[src/rtl/cfg_route_pkg.sv]
package cfg_route_pkg;

   typedef enum logic [1:0] {
      SZ_BYTE = 2'd0,
      SZ_HALF = 2'd1,
      SZ_WORD = 2'd2,
      SZ_RSVD = 2'd3
   } cfg_size_e;

   typedef enum logic [1:0] {
      ST_IDLE   = 2'd0,
      ST_SETUP  = 2'd1,
      ST_ACCESS = 2'd2,
      ST_DONE   = 2'd3
   } cfg_state_e;

   // Training-state code meaning the link is up
   localparam logic [4:0] LINK_UP_CODE = 5'h11;

   // Setup word field positions (decoded by the remote window logic)
   localparam int SETUP_W     = 32;
   localparam int SETUP_TYPE1 = 24;
   localparam int SETUP_BUS   = 16;
   localparam int SETUP_DEV   = 8;
   localparam int SETUP_FN    = 0;

endpackage

[src/rtl/cfg_route_decode.sv]
module cfg_route_decode
   import cfg_route_pkg::*;
#(
   parameter int BUS_W   = 8,
   parameter int DEV_W   = 5,
   parameter int FN_W    = 3,
   parameter int OFF_W   = 12,
   parameter int LINK_W  = 8,
   parameter int ADDR_W  = 14,
   parameter int LANE_AW = 2,
   parameter logic [ADDR_W-1:0] LOCAL_BASE  = ADDR_W'(14'h1000),
   parameter logic [ADDR_W-1:0] REMOTE_BASE = ADDR_W'(14'h2000)
) (
   input  logic [BUS_W-1:0]   bus,
   input  logic [DEV_W-1:0]   dev,
   input  logic [FN_W-1:0]    fn,
   input  logic [OFF_W-1:0]   off,
   input  logic [1:0]         size,
   input  logic [LINK_W-1:0]  link,
   output logic               accept,
   output logic               remote,
   output logic [SETUP_W-1:0] setup,
   output logic [ADDR_W-1:0]  word_addr
);

   localparam logic [1:0] MAX_SZ = 2'(LANE_AW);

   logic                link_up;
   logic                dev_exists;
   logic                size_ok;
   logic [LANE_AW-1:0]  low_mask;
   logic                aligned;
   logic                beyond_virt;

   assign link_up     = (link[4:0] == LINK_UP_CODE);
   assign beyond_virt = (bus > BUS_W'(1));
   // Buses 0 and 1 hold a single device; deeper buses are not filtered
   assign dev_exists  = beyond_virt || (dev == '0);

   assign size_ok  = (size <= MAX_SZ);
   assign low_mask = LANE_AW'((1 << size) - 1);
   assign aligned  = size_ok && ((off[LANE_AW-1:0] & low_mask) == '0);

   assign accept = link_up && dev_exists && aligned;
   assign remote = (bus != '0);

   always_comb begin
      setup = '0;
      setup[SETUP_BUS +: BUS_W] = bus;
      setup[SETUP_DEV +: DEV_W] = dev;
      setup[SETUP_FN  +: FN_W]  = fn;
      setup[SETUP_TYPE1]        = beyond_virt;
   end

   assign word_addr = (remote ? REMOTE_BASE : LOCAL_BASE)
                    + ADDR_W'({off[OFF_W-1:LANE_AW], {LANE_AW{1'b0}}});

endmodule

[src/rtl/cfg_route_lanes.sv]
module cfg_route_lanes #(
   parameter int DATA_W = 32,
   localparam int LANES   = DATA_W / 8,
   localparam int LANE_AW = $clog2(LANES)
) (
   input  logic [LANE_AW-1:0] off_lo,
   input  logic [1:0]         size,
   input  logic [DATA_W-1:0]  wdata,
   input  logic [DATA_W-1:0]  rdata_raw,
   output logic [LANES-1:0]   be,
   output logic [DATA_W-1:0]  wdata_lanes,
   output logic [DATA_W-1:0]  rdata_ext
);

   int                span;
   logic [DATA_W-1:0] w_shift;
   logic [DATA_W-1:0] r_shift;

   assign span    = 1 << size;
   assign w_shift = wdata << {off_lo, 3'b000};
   assign r_shift = rdata_raw >> {off_lo, 3'b000};

   for (genvar i = 0; i < LANES; i++) begin : g_lane
      assign be[i] = (i >= int'(off_lo)) && (i < int'(off_lo) + span);
      assign wdata_lanes[8*i +: 8] = be[i] ? w_shift[8*i +: 8] : 8'h00;
      assign rdata_ext[8*i +: 8]   = (i < span) ? r_shift[8*i +: 8] : 8'h00;
   end

endmodule

[src/rtl/cfg_route_gen.sv]
module cfg_route_gen
   import cfg_route_pkg::*;
#(
   parameter int BUS_W   = 8,
   parameter int DEV_W   = 5,
   parameter int FN_W    = 3,
   parameter int OFF_W   = 12,
   parameter int LINK_W  = 8,
   parameter int ADDR_W  = 14,
   parameter int DATA_W  = 32,
   parameter logic [ADDR_W-1:0] LOCAL_BASE  = ADDR_W'(14'h1000),
   parameter logic [ADDR_W-1:0] REMOTE_BASE = ADDR_W'(14'h2000),
   localparam int LANES   = DATA_W / 8,
   localparam int LANE_AW = $clog2(LANES)
) (
   input  logic               clk,
   input  logic               rst_n,
   input  logic               req_valid,
   output logic               req_ready,
   input  logic [BUS_W-1:0]   req_bus,
   input  logic [DEV_W-1:0]   req_dev,
   input  logic [FN_W-1:0]    req_fn,
   input  logic [OFF_W-1:0]   req_off,
   input  logic [1:0]         req_size,
   input  logic               req_write,
   input  logic [DATA_W-1:0]  req_wdata,
   input  logic [LINK_W-1:0]  link_stat,
   output logic               setup_we,
   output logic [31:0]        setup_word,
   output logic               acc_valid,
   output logic [ADDR_W-1:0]  acc_addr,
   output logic               acc_write,
   output logic [LANES-1:0]   acc_be,
   output logic [DATA_W-1:0]  acc_wdata,
   input  logic               acc_ack,
   input  logic [DATA_W-1:0]  acc_rdata,
   output logic               done,
   output logic               done_ok,
   output logic [DATA_W-1:0]  done_rdata
);

   initial begin : g_param_check
      assert (DATA_W == 32 || DATA_W == 64)
         else $error("DATA_W must be 32 or 64");
      assert (BUS_W <= 8 && DEV_W <= 8 && FN_W <= 8)
         else $error("bus, device and function fields are limited to 8 bits");
      assert (OFF_W > LANE_AW) else $error("OFF_W too small");
      assert (LINK_W >= 5) else $error("LINK_W must hold the 5-bit state");
      assert (ADDR_W > OFF_W) else $error("ADDR_W must exceed OFF_W");
   end

   cfg_state_e           state_q;
   logic                 remote_q;
   logic [SETUP_W-1:0]   setup_q;
   logic [ADDR_W-1:0]    addr_q;
   logic [LANE_AW-1:0]   off_lo_q;
   logic [1:0]           size_q;
   logic                 write_q;
   logic [DATA_W-1:0]    wdata_q;
   logic                 ok_q;
   logic [DATA_W-1:0]    rdata_q;

   logic                 dec_accept;
   logic                 dec_remote;
   logic [SETUP_W-1:0]   dec_setup;
   logic [ADDR_W-1:0]    dec_addr;
   logic [DATA_W-1:0]    rd_ext;
   logic                 take;

   cfg_route_decode #(
      .BUS_W(BUS_W), .DEV_W(DEV_W), .FN_W(FN_W), .OFF_W(OFF_W),
      .LINK_W(LINK_W), .ADDR_W(ADDR_W), .LANE_AW(LANE_AW),
      .LOCAL_BASE(LOCAL_BASE), .REMOTE_BASE(REMOTE_BASE)
   ) i_decode (
      .bus(req_bus), .dev(req_dev), .fn(req_fn), .off(req_off),
      .size(req_size), .link(link_stat),
      .accept(dec_accept), .remote(dec_remote),
      .setup(dec_setup), .word_addr(dec_addr)
   );

   cfg_route_lanes #(.DATA_W(DATA_W)) i_lanes (
      .off_lo(off_lo_q), .size(size_q), .wdata(wdata_q),
      .rdata_raw(acc_rdata), .be(acc_be),
      .wdata_lanes(acc_wdata), .rdata_ext(rd_ext)
   );

   assign req_ready = (state_q == ST_IDLE);
   assign take      = req_valid && req_ready;

   always_ff @(posedge clk or negedge rst_n) begin
      if (!rst_n) begin
         state_q  <= ST_IDLE;
         remote_q <= 1'b0;
         setup_q  <= '0;
         addr_q   <= '0;
         off_lo_q <= '0;
         size_q   <= '0;
         write_q  <= 1'b0;
         wdata_q  <= '0;
         ok_q     <= 1'b0;
         rdata_q  <= '0;
      end else begin
         unique case (state_q)
            ST_IDLE: if (take) begin
               remote_q <= dec_remote;
               setup_q  <= dec_setup;
               addr_q   <= dec_addr;
               off_lo_q <= req_off[LANE_AW-1:0];
               size_q   <= req_size;
               write_q  <= req_write;
               wdata_q  <= req_wdata;
               ok_q     <= dec_accept;
               rdata_q  <= '1;
               if (!dec_accept)     state_q <= ST_DONE;
               else if (dec_remote) state_q <= ST_SETUP;
               else                 state_q <= ST_ACCESS;
            end
            ST_SETUP:  state_q <= ST_ACCESS;
            ST_ACCESS: if (acc_ack) begin
               rdata_q <= write_q ? '0 : rd_ext;
               state_q <= ST_DONE;
            end
            ST_DONE:   state_q <= ST_IDLE;
            default:   state_q <= ST_IDLE;
         endcase
      end
   end

   assign setup_we   = (state_q == ST_SETUP);
   assign setup_word = setup_q;
   assign acc_valid  = (state_q == ST_ACCESS);
   assign acc_addr   = addr_q;
   assign acc_write  = write_q;
   assign done       = (state_q == ST_DONE);
   assign done_ok    = done && ok_q;
   assign done_rdata = rdata_q;

   // completion is a single-cycle pulse
   p_done_pulse_r9: assert property (@(posedge clk) disable iff (!rst_n)
      done |=> !done);

   // no new request is taken directly after acceptance
   p_busy_after_take_r9: assert property (@(posedge clk) disable iff (!rst_n)
      take |=> !req_ready);

   // the setup write is followed at once by the access
   p_setup_then_access_r2: assert property (@(posedge clk) disable iff (!rst_n)
      setup_we |=> acc_valid);

   // the local bus never programs the remote setup register
   p_no_setup_bus0_r1: assert property (@(posedge clk) disable iff (!rst_n)
      setup_we |-> (setup_word[SETUP_BUS +: 8] != 8'h00));

   // a waiting access holds its address, enables and data
   p_hold_access_r10: assert property (@(posedge clk) disable iff (!rst_n)
      (acc_valid && !acc_ack) |=> (acc_valid && $stable(acc_addr)
                                   && $stable(acc_be) && $stable(acc_wdata)));

   // enabled lanes form a byte, halfword or word
   p_be_count_r7: assert property (@(posedge clk) disable iff (!rst_n)
      acc_valid |-> ($countones(acc_be) == 1 || $countones(acc_be) == 2
                     || $countones(acc_be) == 4));

   // a refused request reports all ones
   p_refused_ones_r4: assert property (@(posedge clk) disable iff (!rst_n)
      (done && !done_ok) |-> (done_rdata == '1));

endmodule

[config.mk]
export PLATFORM = sky130hd
export DESIGN_NAME = cfg_route_gen
export DESIGN_NICKNAME = d
export VERILOG_FILES = /design/src/rtl/cfg_route_pkg.sv /design/src/rtl/cfg_route_decode.sv /design/src/rtl/cfg_route_lanes.sv /design/src/rtl/cfg_route_gen.sv
export SDC_FILE = /design/constraint.sdc
export NUM_CORES = 1
export LEC_CHECK = 0
export ABC_CLOCK_PERIOD_IN_PS = 3700
export CELL_PAD_IN_SITES_DETAIL_PLACEMENT = 1
export CELL_PAD_IN_SITES_GLOBAL_PLACEMENT = 1
export CORE_UTILIZATION = 32
export DETAILED_ROUTE_END_ITERATION = 8
export PLACE_DENSITY = 0.82
export SLEW_MARGIN = 10
export SYNTH_ARGS = -nofsm -noshare
export SYNTH_HDL_FRONTEND = slang
export SYNTH_SLANG_ARGS = --single-unit
[constraint.sdc]
create_clock -name clk -period 3.7 [get_ports clk]
set_input_delay 0.555 -clock clk [delete_from_list [all_inputs] [get_ports clk]]
set_output_delay 0.555 -clock clk [all_outputs]
set_load 0.01 [all_outputs]
==> Word level (Yosys, flattened, before mapping) <==
Index checks and enable logic that the tools add are counted.
{ "totals": {"out_inout_bits": 120, "in_bits": 107, "word_cells": 71, "regBits": 103} }
{ "classes": {"order_cmp": 13, "add_sub_neg": 3, "n_reduce_logical": 17, "n_eq_ne": 6, "bitwise": 1, "n_mux": 18, "n_shift": 4} }
{ "ops": {"columns": ["operator", "n"], "rows": [
  ["$lt A3 B32 Y1 const A", 4],
  ["$mux W32", 3],
  ["$lt A1 B32 Y1 const A", 2],
  ["$lt A2 B32 Y1 const A", 2],
  ["$mux W8", 8],
  ["$pmux W32 S2", 1],
  ["$add A3 B32 Y32", 1],
  ["$shl A1 B2 Y32 const A", 1],
  ["$shl A32 B5 Y32", 1],
  ["$shr A32 B5 Y32", 1],
  ["$add A14 B12 Y14", 1],
  ["$mux W14", 1],
  ["$gt A8 B1 Y1 const B", 1],
  ["$logic_and A1 B1 Y1", 8],
  ["$mux W2", 4],
  ["$pmux W2 S4", 1],
  ["$reduce_bool A8 Y1", 1],
  ["$eq A5 B5 Y1 const B", 1],
  ["$logic_not A5 Y1", 1],
  ["$eq A2 B2 Y1 const B", 2],
  ["$ge A1 B2 Y1 const A", 2],
  ["$logic_not A2 Y1", 2],
  ["$ne A2 B1 Y1 const B", 2],
  ["$reduce_and A2 Y1", 2],
  ["other kinds (9)", 9]
]} }

==> Logic depth before layout (Yosys ltp) <==
{ "depth": {"word_depth": 9, "mapped_depth": 11, "ltp_nobuf": 8} }

==> By module <==
Synthesis repeated with hierarchy kept, for this count alone.
{ "hier_totals": {"hier_cells": 580, "hier_area_um2": 6686.4} }
{ "by_module_without_submodules": {"columns": ["mod", "cells_each", "seq_area_each_um2", "area_each_um2", "instances"], "rows": [
  ["cfg_route_gen", 337, 2952.8, 4929.7, 1],
  ["cfg_route_lanes", 186, 0.0, 1343.8, 1],
  ["cfg_route_decode", 57, 0.0, 412.9, 1]
]} }

==> Worst setup path before layout <==
Ideal clock, no wire load.
{ "synth_timing": {"kind": "register -> output", "startpoint": "register off_lo_q[1]", "endpoint": "output port acc_wdata[10]", "arrival_time_ps": 2532, "path_buffers": 5, "slack_ps": 613, "required_ps": 3145, "stages_incl_launch_ff": 12, "cell_sequence": "dfrtp_1 buf_2 buf_1 buf_1 inv_1 fa_1 a2111oi_0 mux2_2 buf_2 a21o_1 buf_4 nor2_1"} }
{ "synth_between": {"elab_chain_cells": 4, "elab_cells_between_ends": 6, "cone_classes": "add/sub: 1; order compare: 2; shift: 1; mux: 1; reduce/logical: 1"} }
{ "synth_rtl": {"columns": ["element", "line", "text"], "rows": [
  ["from (decl)", "cfg_route_gen.sv:56", "logic [LANE_AW-1:0] off_lo_q;"],
  ["from (signal assigned)", "cfg_route_gen.sv:108", "off_lo_q <= req_off[LANE_AW-1:0];"],
  ["$add A3 B32 Y32", "cfg_route_lanes.sv:24", "assign be[i] = (i >= int'(off_lo)) && (i < int'(off_lo) + span);"],
  ["$lt A2 B32 Y1", "cfg_route_lanes.sv:24", null],
  ["$logic_and A1 B1 Y1", "cfg_route_lanes.sv:24", null],
  ["$mux W8 *", "cfg_route_lanes.sv:25", "assign wdata_lanes[8*i +: 8] = be[i] ? w_shift[8*i +: 8] : 8'h00;"],
  ["to (decl)", "cfg_route_gen.sv:34", "output logic [DATA_W-1:0] acc_wdata,"]
]} }
Every way passes the cells marked *; elsewhere a longest branch is shown, timed or not.

==> Final worst setup path <==
{ "layout_timing": {"startpoint": "register size_q[1]", "endpoint": "output port acc_wdata[30]"} }
{ "layout_between": {"elab_chain_cells": 4} }
{ "layout_rtl": {"columns": ["element", "line", "text"], "rows": [
  ["from (decl)", "cfg_route_gen.sv:57", "logic [1:0] size_q;"],
  ["from (signal assigned)", "cfg_route_gen.sv:109", "size_q <= req_size;"],
  ["$shl A1 B2 Y32", "cfg_route_lanes.sv:19", "assign span = 1 << size;"],
  ["$add A3 B32 Y32", "cfg_route_lanes.sv:24", null],
  ["$lt A3 B32 Y1", "cfg_route_lanes.sv:24", null],
  ["$mux W8", "cfg_route_lanes.sv:25", null]
]} }
No other way between the ends.

==> metrics.json <==
{
  "status": {
    "run_status": "finished, final reports clean"
  },
  "timing": {
    "worst_slew_margin_rel": 0.278,
    "skew_ps": 10.3,
    "setup_ws_ps": 143,
    "finalSetupTns_ps": 0,
    "layout_worst_path_cycle_share": 0.961,
    "clock.fmax_mhz": 281,
    "setup_viol": 0,
    "max_slew_violation_count": 0,
    "finalHoldViolCount": 0,
    "unrepaired_setup_endpoints_after_global_routing": "true",
    "period_minus_slack_ps": 3560,
    "worst-slew-pin-transition_ps": 1080
  },
  "routing": {
    "drt-wirelength-per-cell_um": 19.0,
    "drt_first_pass_iters": 4,
    "antenna_violating_nets_post_route": 0,
    "num_vias": 4428,
    "post_drt_via_cell_ratio": 4.91,
    "drc": 0,
    "postRouteWirelength_um": 17100,
    "drt_iter0_drc": 139
  },
  "placed_design": {
    "detailed_place.area_um2": 7460,
    "hpwlAfterDp_um": 12600,
    "preCtsSetupSlack_ps": 138,
    "port_buf_inserts": 206,
    "weighted_congestion_reported_at_the_end_of_routability_driven_placement": 0.833
  },
  "pwr": {
    "leakage_power_summed_over_all_cells_nw": 3.22,
    "vdd_ir_max_v": 0.000513,
    "power-per-cell-area_nw_per_um2": 960,
    "power_mw": 7.51
  },
  "floorplan": {
    "floorplan.die.width_um": 130,
    "die_height_um": 130,
    "initial_core_util": 0.330,
    "placementRows": 46,
    "core_um2": 15900,
    "top_level_ports": 227,
    "dieArea_um2": 17000
  },
  "grt": {
    "number_of_antenna_violations_at_the_first_check_in_global_routing": 0,
    "first_global_vias": 4891,
    "grt_pass1_wl_um": 26800,
    "global_route.overflow_total": 0,
    "gr-usage-all-layers": 0.208,
    "grt_max_degree": 81
  },
  "final_layout": {
    "syn2layout_area_growth_pct": 48.8,
    "layout-drive-gt1-share": 0.155,
    "n_antenna_cell": 0,
    "finish.instance_area_um2": 7820,
    "final_nets": 794
  },
  "clocking": {
    "ctsLongestPathBuffers": 2,
    "cts_made_buffers": 9,
    "cts-hold-fix-buffers": 0,
    "cts_root_buf": "sky130_fd_sc_hd__clkbuf_16",
    "cts_tree": "built",
    "cts_htree_levels": 3,
    "cts.sinks": 101,
    "clock_insertion_delay_worst_skew_ps": 350,
    "clock_transition_at_the_registers_of_the_reported_paths_ps": 80
  },
  "logic_synthesis": {
    "asyncSetResetFlopFracSynth": 1.00,
    "synth-seq-cells": 101,
    "netlist.area_leader.share": 0.481,
    "synth-seq-area-share": 0.481,
    "ys_warn_count": 0,
    "ys.flop_type": "sky130_fd_sc_hd__dfrtp_1",
    "yosysTopAreaCell": "sky130_fd_sc_hd__dfrtp_1",
    "post_synth_num_cell_types": 36,
    "netlist_area_um2": 5260,
    "synth-edff-count": 0,
    "synth_common_cells": "101 x sky130_fd_sc_hd__dfrtp_1, 66 x sky130_fd_sc_hd__mux2_2, 63 x sky130_fd_sc_hd__nor2_1",
    "syn_inst": 485,
    "syn-mean-instance-area_um2": 10.8,
    "leading_cell_types_by_total_area_after_synthesis": "sky130_fd_sc_hd__dfrtp_1 48%, sky130_fd_sc_hd__mux2_2 14%, sky130_fd_sc_hd__mux2i_1 6.1%, sky130_fd_sc_hd__a211oi_1 4.7%, sky130_fd_sc_hd__nor2_1 4.5%",
    "yosys.cell_count.top_type": "sky130_fd_sc_hd__dfrtp_1"
  },
  "setup_path": {
    "worst-setup-path-type": "reg -> out",
    "timing.critical_path.cells": "nor2_2 > ha_1 > inv_1 > fa_1 > mux2_4 > buf_4 > a211oi_1 > clkdlybuf4s50_1",
    "cp.arrival_ps": 3000,
    "worstSetupEndpointType": "output port",
    "critPathMaxFanout": 8,
    "setup.worst_path.start_class": "register",
    "timing.critical_path.required_ps": 3140,
    "crit_path_largest_cell_delay_ps": 600,
    "cp_slowest_cell": "sky130_fd_sc_hd__clkdlybuf4s50_1"
  },
  "flow_run": {
    "max-cap-violations": 0
  },
  "hold_path": {
    "worst_hold_path_type": "in -> async"
  }
}
-- critical path, delay by kind of cell (launching register included) --
family / cells / cell delay, ps
DFF: 1 / 440
buffers and inverters: 3 / 840
AOI/OAI and AO/OA: 1 / 250
muxes: 1 / 330
adders and majority gates: 2 / 620
and+or+nand+nor: 1 / 190
-- registers in the layout, indices dropped and copies added (netlist names) --
signal,cells
acc_write,1
done_rdata,32
off_lo_q,2
wdata_q,32
size_q,2
acc_addr,12
setup_word,17
ok_q,1
state_q,2
-- repair_timing --
action	CTS	global route
pin swaps	0	0
resized for setup	4	6
endpoints found under the setup margin	18	27
setup buffers	2	0
-- metrics by stage --
stage	hold WS, ps	utilization	instances
after floorplan	259	-	501
after global placement	467	0.468	883
after CTS	433	0.489	901
after detailed placement	492	0.468	883
after global routing	470	0.491	901
final	391	0.491	901
-- report_power, final --
| group | internal (mW) | switching (mW) | total [mW] |
|---|---|---|---|
| combinational | 2.31 | 2.12 | 4.43 |
| clock | 0.536 | 0.458 | 0.994 |
| sequential | 1.67 | 0.409 | 2.08 |
-- per-layer routing --
layer / global-route usage / up-vias / part of all wire
met5: 0 / - / 0
li1: - / 2064 / -
met1: 0.251 / 2200 / 0.41
met3: 0.0607 / 9 / 0.075
met4: 0.0547 / 0 / 0.011
met2: 0.363 / 155 / 0.51
-- layout by cell type (no fill, tap or decap), drive strengths merged, types with 2 or more instances in the layout --
cell type	count
a211oi	34
a21oi	27
and2	17
buf	12
clkbuf	9
clkdlybuf4s50	204
clkinvlp	2
conb	17
dfrtp	101
ha	6
inv	13
mux2	66
mux2i	32
nand2	14
nand2b	3
nor2	64
nor2b	19
nor3	2
nor4	2
o21ai	11
o22a	16
-- logic make-up after synthesis --
family                     synth area share
other                              0.000713
and+or+nand+nor                       0.116
AOI/OAI and AO/OA                     0.123
buffers and inverters                0.0597
adders and majority gates            0.0181
DFF                                   0.481
muxes                                 0.202
-- layout make-up --
type                    instances  area (um2)
flip-flops and latches        101        2530
multi-input cells             341        2520
repair buffers                217        2160
clock buffers                   9         225
clock inverters                 7        82.6
fillers                      1740        8120
inverters                      10        37.5
well taps                     216         270
-- worst paths after layout --
path	slack, ps	end	cells after the start	start
worst min-delay path	390	setup_word[21]$_DFFE_PN0P_	1	rst_n
worst min register to register	500	wdata_q[25]$_DFFE_PN0P_	1	wdata_q[25]$_DFFE_PN0P_
max in group asynchronous	2490	done_rdata[23]$_DFFE_PN0P_	2	rst_n
worst max-delay path	140	acc_wdata[30]	8	size_q[1]$_DFFE_PN0P_
worst max register to register	1570	done_rdata[17]$_DFFE_PN0P_	6	state_q[0]$_DFFE_PN0P_
min in group clk	500	wdata_q[25]$_DFFE_PN0P_	1	wdata_q[25]$_DFFE_PN0P_
(Power assumes the default switching activity.)
